<file path="src/rtl/cam_pkg.sv">
package cam_pkg;
    typedef enum logic [2:0] {
        OP_IDLE  = 3'd0,
        OP_WRITE = 3'd1,
        OP_READ  = 3'd2,
        OP_WFREE = 3'd3,
        OP_SRCH  = 3'd4,
        OP_STEP  = 3'd5,
        OP_DEL   = 3'd6,
        OP_MASKW = 3'd7
    } cam_op_e;
endpackage

</file>
<file path="src/rtl/cam_prio_enc.sv">
// Lowest-index-wins encoder; returns all ones when no request is set.
module cam_prio_enc #(
    parameter int N    = 16,
    parameter int IW   = 4
) (
    input  logic [N-1:0]  req,
    output logic [IW-1:0] idx
);
    always_comb begin
        idx = '1;
        for (int i = N - 1; i >= 0; i--) begin
            if (req[i]) idx = IW'(i);
        end
    end
endmodule

</file>
<file path="src/rtl/cam_match_array.sv">
// One comparator per entry; masked bits are forced equal, empty entries never hit.
module cam_match_array #(
    parameter int N = 16,
    parameter int W = 64
) (
    input  logic [N-1:0][W-1:0] ent,
    input  logic [N-1:0]        occ,
    input  logic [W-1:0]        key,
    input  logic [W-1:0]        dc_mask,
    output logic [N-1:0]        hit
);
    for (genvar g = 0; g < N; g++) begin : g_cmp
        assign hit[g] = occ[g] && (((ent[g] ^ key) & ~dc_mask) == '0);
    end
endmodule

</file>
<file path="src/rtl/cam_flag_logic.sv">
// Combines registered local results with the upstream chain inputs.
module cam_flag_logic (
    input  logic loc_any,
    input  logic loc_multi,
    input  logic all_occ,
    input  logic up_match_n,
    input  logic up_full_n,
    output logic match_n,
    output logic multi_n,
    output logic full_n
);
    always_comb begin
        match_n = ~(loc_any | ~up_match_n);
        multi_n = up_match_n ? ~loc_multi : ~loc_any;
        full_n  = ~(all_occ & ~up_full_n);
    end
endmodule

</file>
<file path="src/rtl/cam_cascade_top.sv">
module cam_cascade_top #(
    parameter int ENTRIES = 16,
    parameter int WIDTH   = 64,
    parameter int MASKS   = 4,
    localparam int IDX_W  = $clog2(ENTRIES),
    localparam int MSEL_W = (MASKS > 1) ? $clog2(MASKS) : 1
) (
    input  logic              clk,
    input  logic              rst_n,
    input  logic [2:0]        op,
    input  logic              sel,
    input  logic [IDX_W-1:0]  addr,
    input  logic [WIDTH-1:0]  wdata,
    input  logic              wvalid,
    input  logic [MSEL_W-1:0] mask_sel,
    input  logic              up_match_n,
    input  logic              up_full_n,
    output logic [IDX_W-1:0]  act_idx,
    output logic [WIDTH-1:0]  rdata,
    output logic              rvalid,
    output logic              match_n,
    output logic              multi_n,
    output logic              full_n
);
    import cam_pkg::*;

    typedef struct packed {
        logic [ENTRIES-1:0][WIDTH-1:0] ent;
        logic [ENTRIES-1:0]            occ;
        logic [MASKS-1:0][WIDTH-1:0]   msk;
        logic [ENTRIES-1:0]            hits;
        logic                          any;
        logic                          multi;
        logic [IDX_W-1:0]              act;
        logic [WIDTH-1:0]              rdata;
        logic                          rvld;
    } cam_state_t;

    cam_state_t st_d, st_q;
    cam_op_e    op_e;

    logic [ENTRIES-1:0] hit_vec;
    logic [ENTRIES-1:0] rest_hits;
    logic [IDX_W-1:0]   hit_idx, free_idx, next_idx;
    logic [WIDTH-1:0]   cur_mask;

    assign op_e      = cam_op_e'(op);
    assign cur_mask  = st_q.msk[mask_sel];
    assign rest_hits = st_q.hits & (st_q.hits - ENTRIES'(1));

    cam_match_array #(.N(ENTRIES), .W(WIDTH)) u_match (
        .ent(st_q.ent), .occ(st_q.occ), .key(wdata), .dc_mask(cur_mask), .hit(hit_vec)
    );

    cam_prio_enc #(.N(ENTRIES), .IW(IDX_W)) u_hit_enc  (.req(hit_vec),    .idx(hit_idx));
    cam_prio_enc #(.N(ENTRIES), .IW(IDX_W)) u_free_enc (.req(~st_q.occ),  .idx(free_idx));
    cam_prio_enc #(.N(ENTRIES), .IW(IDX_W)) u_next_enc (.req(rest_hits),  .idx(next_idx));

    always_comb begin
        st_d = st_q;
        unique case (op_e)
            OP_WRITE: begin
                st_d.ent[addr] = wdata;
                st_d.occ[addr] = wvalid;
                st_d.act       = addr;
            end
            OP_READ: begin
                st_d.rdata = st_q.ent[addr];
                st_d.rvld  = st_q.occ[addr];
                st_d.act   = addr;
            end
            OP_WFREE: begin
                if (!(&st_q.occ)) begin
                    st_d.ent[free_idx] = wdata;
                    st_d.occ[free_idx] = 1'b1;
                end
                st_d.act = (&st_q.occ) ? '1 : free_idx;
            end
            OP_SRCH: begin
                if (sel) begin
                    st_d.hits  = hit_vec;
                    st_d.any   = |hit_vec;
                    st_d.multi = (hit_vec & (hit_vec - ENTRIES'(1))) != '0;
                    st_d.act   = hit_idx;
                end else begin
                    st_d.hits  = '0;
                    st_d.any   = 1'b0;
                    st_d.multi = 1'b0;
                    st_d.act   = '1;
                end
            end
            OP_STEP: begin
                st_d.hits = rest_hits;
                st_d.act  = next_idx;
            end
            OP_DEL: begin
                st_d.occ[addr] = 1'b0;
                st_d.act       = addr;
            end
            OP_MASKW: begin
                st_d.msk[mask_sel] = wdata;
            end
            default: ;
        endcase
    end

    always_ff @(posedge clk or negedge rst_n) begin
        if (!rst_n) begin
            st_q     <= '0;
            st_q.act <= '1;
        end else begin
            st_q <= st_d;
        end
    end

    cam_flag_logic u_flags (
        .loc_any(st_q.any), .loc_multi(st_q.multi), .all_occ(&st_q.occ),
        .up_match_n(up_match_n), .up_full_n(up_full_n),
        .match_n(match_n), .multi_n(multi_n), .full_n(full_n)
    );

    assign act_idx = st_q.act;
    assign rdata   = st_q.rdata;
    assign rvalid  = st_q.rvld;
endmodule

</file>
<file path="config.mk">
export PLATFORM = sky130hd
export DESIGN_NAME = cam_cascade_top
export DESIGN_NICKNAME = d
export VERILOG_FILES = /design/src/rtl/cam_pkg.sv /design/src/rtl/cam_prio_enc.sv /design/src/rtl/cam_match_array.sv /design/src/rtl/cam_flag_logic.sv /design/src/rtl/cam_cascade_top.sv
export SDC_FILE = /design/constraint.sdc
export NUM_CORES = 2
export LEC_CHECK = 0
export ABC_AREA = 0
export BUFFER_PORTS_ARGS = -buffer_cell sky130_fd_sc_hd__buf_2
export CORE_MARGIN = 1
export CORE_UTILIZATION = 50
export DETAILED_ROUTE_END_ITERATION = 10
export PLACE_DENSITY = 0.66
export SLEW_MARGIN = 30
export SYNTH_ARGS = -nofsm -noshare
export SYNTH_HDL_FRONTEND = slang
export SYNTH_SLANG_ARGS = --single-unit
</file>
<file path="constraint.sdc">
create_clock -name clk -period 4.5 [get_ports clk]
set_clock_uncertainty 0.1 [all_clocks]
set_input_delay 0.9 -clock clk [delete_from_list [all_inputs] [get_ports clk]]
set_output_delay 0.9 -clock clk [all_outputs]
set_load 0.02 [all_outputs]
</file>
==> metrics.md <==
| Metric | Value |
|---|---|
| Buf/Inv on CP | `5` |
| Most frequent cell after synthesis | `dfrtp_1` |
| Worst setup path start | `mask_sel[0]` |
| Yosys top cell by area | `dfrtp_1` |
| Met1 Usage GRT | `66.7%` |
| Cell Int Power | `32.8 mW` |
| Class of the worst hold path | `primary input to flop` |
| Final wirelength | `411 mm` |
| Post-CTS setup buffers | `0` |
| CP Depth | `14` |
| Grt met2 use | `73.0%` |
| Slew Limit Headroom | `28.6%` |
| GPL Wtd Cong | `1.14` |
| Clk pwr share | `23.9%` |
| Top cells by area, synth | `dfrtp_1 45%, mux2_2 19%, xnor2_1 12%` |
| Fin crit period | `4.70 ns` |
| Final #Nets | `6830` |
| Max capacitance violation total | `0` |
| Syn Std Cell Area | `77100 sq um` |
| Gr usage total | `52.5%` |
| CP max-delay cell | `nor3_1` |
| RR Startpoint | `st_q[162]` |
| Leading cell types by count after synthesis | `1378 x dfrtp_1, 1301 x mux2_2, 1026 x xnor2_1` |
| Worst path max stage delay | `0.71 ns` |
| Setup WS post-layout | `-0.205 ns` |
| Worst-Skew Late Latency | `0.81 ns` |
| CTS clk-pin slew, worst paths | `0.07 ns` |
| Ys async rst share | `100%` |
| H-Tree Depth | `4` |
| Layer with the highest usage | `met2` |
| Clock buffer depth | `3` |
| Sw frac | `40.2%` |
| Critical Path, Cell by Cell | `buf_6 -> buf_12 -> mux4_2 -> buf_4 -> o22ai_1 -> buf_4 -> nor3_1 -> nand3_1 -> or3_1 -> nand4_1 -> buf_4 -> o21bai_1 -> a21oi_1 -> or3_1` |
| Die Span X | `395 um` |
| Worst VDD drop | `0.392 mV` |
| Sequential Power Share | `33.3%` |
| Pre-antenna DRT Iters | `8` |
| Fmax | `0.213 GHz` |
| Grt total ovfl | `0` |
| PD cells | `587 nW/um^2` |
| Most used DFF post-synth | `dfrtp_1` |
| Failing checks | `setup timing` |
| Layout area overhead | `21.3%` |
| Gate power share | `42.8%` |
| DIE AREA | `156000 sq um` |
| Syn avg cell area | `13.0 sq um` |
| R2r endpoint | `act_idx[2]` |
| TritonCTS Buffers | `152` |
| GRT met3 Usage | `19.4%` |
| Crit path top cell by count | `buf_4` |
| Root Driver | `clkbuf_16` |
| Wire per inst | `46.0 um` |
| Final instance area | `93500 sq um` |
| Synth Instances | `5911` |
| DRT iter0 DRCs | `9190` |
| Final ANT Viol Nets | `0` |
| Die height | `395 um` |
| Max FO, Critical Path | `11` |
| Setup crit end kind | `flop` |
| Critical path endpoint | `act_idx[2]` |
| CP top delay family | `simple AND/OR/NAND/NOR gates` |
| Area share of the largest cell type after synthesis | `44.7%` |
| CP Launch Type | `primary input` |
| R2R cell count | `12` |
| Drt drc | `0` |
| Synthesized flop and latch total | `1382` |
| CTS tree | `yes` |
| CP Class | `primary input to flop` |
| Post-DP HPWL | `317 mm` |
| TNS Setup | `-0.356 ns` |
| IO Port Bufs | `150` |
| Register area share after synthesis | `44.9%` |
| Initial core utilization | `50.6%` |
| Ys Warns | `0` |
| CP required | `5.13 ns` |
| Slew @ Worst Pin | `1.06 ns` |
| Pleak | `39.4 nW` |
| Syn Nets | `5990` |
| Flop2flop setup slack | `0.05 ns` |
| RSZ-0062 raised after global routing | `no` |
| I/O pin count | `151` |
| DR vias | `62306` |
| Cell variety after synth | `71` |
| Largest net degree at the start of global routing | `129` |
| Hold path start | `sel` |
| Post-route clock period utilization | `105%` |
| Row count | `143` |
| Vias in the first global route | `59439` |
| Sw power | `22.1 mW` |
| CTS sink cnt | `1382` |
| Final-report hold violation count | `0` |
| Final setup viols | `2` |
| Slew Limit Fails | `0` |
| Share of cells above drive strength 1 | `48.1%` |
| Status | `finished, violations left` |
| Initial antenna violation count | `105` |
| Core Footprint | `152000 sq um` |
| Place WS | `-0.671 ns` |
| Final Util | `61.3%` |
| Vias/cell | `6.97` |
| Number of enable flip-flop cells after synthesis | `0` |
| Placed Area | `88100 sq um` |
| CP Data Arrival Time | `5.33 ns` |
| First-pass GRT wire length | `544 mm` |
state kept, by name, indices dropped and copies added, names as in the netlist:
name	cells
rvalid	1
st_q	1313
rdata	64
act_idx	4
layout make-up:
class / instances / area (sq um)
Timing Repair Buffer: 1316 / 11200
Antenna cell: 40 / 100
Inverter: 19 / 71.3
Fill cell: 11818 / 59000
Sequential cell: 1382 / 34600
Tap cell: 2030 / 2540
Clock inverter: 50 / 707
Multi-Input combinational cell: 3880 / 39800
Clock buffer: 224 / 4510
logic make-up after synthesis:
logic type / synth area share, %
and+or+nand+nor: 2.95
adders and majority gates: 0.0909
buffers and inverters: 3.82
muxes: 31.1
AOI/OAI and AO/OA: 5.52
xor gates and xnor gates: 11.7
DFF: 44.9
placed cells by master, fill, tap and decap left out, types with 21 or more instances in the layout:
cell       instances
dfrtp_1         1378
mux2_2          1301
buf_4           1039
xnor2_1         1019
o22ai_1          501
mux4_2           389
clkbuf_16        153
buf_2            143
buf_12           128
nor4_1           110
nand2_1           78
nor2_1            71
o21ai_0           53
a21oi_1           53
mux2_1            45
clkbuf_8          41
diode_2           40
nand3_1           31
nor3_1            30
clkbuf_1          30
nand4_1           21
clkinv_2          21
stage by stage:
step	hold slack (ns)	instances	total power [mW]
2_1_floorplan	0.362	5911	27.0
3_3_place_gp	0.382	8625	40.1
3_5_place_dp	0.389	8626	40.5
4_1_cts	0.295	8901	53.5
5_1_grt	0.333	8902	55.1
6_report	0.319	8941	54.8
worst min-delay path by stage:
stage                     end  slack (ns)  cells after the start
finish               st_q[71]        0.32                      3
global route         st_q[71]        0.33                      3
CTS                  st_q[71]        0.29                      3
detailed placement  st_q[199]        0.39                      1
global placement    st_q[304]        0.38                      1
floorplan            st_q[85]        0.36                      2
layer usage:
| layer | share of wire (%) | wire length, um |
|---|---|---|
| met5 | 0.20 | 802 |
| met4 | 9.4 | 38600 |
| met3 | 13 | 52500 |
| met2 | 41 | 169000 |
| met1 | 37 | 151000 |
repair_timing:
action	in CTS	in global routing
hold endpoints to repair	1	0
hold buffers	1	0
gates resized for setup	0	0
worst reg2reg max path: cells and delay by family, from the launching register on:
kind | cells | cell delay, ns
AOI/OAI and AO/OA | 3 | 0.37
and+or+nand+nor | 5 | 2.52
buffers and inverters | 3 | 0.64
DFF | 1 | 0.35
muxes | 1 | 0.37
power groups by stage:
| stage | Clock [mW] | Sequential (mW) | Combinational [mW] |
|---|---|---|---|
| CTS | 13.1 | 18.1 | 22.3 |
| floorplan | 0 | 17.3 | 9.65 |
| detailed placement | 0 | 18.3 | 22.2 |
| global route | 13.6 | 18.5 | 23.0 |
| finish | 13.1 | 18.3 | 23.5 |
| global placement | 0 | 18.1 | 22.1 |
No activity file was read; power rests on OpenSTA's default activity.
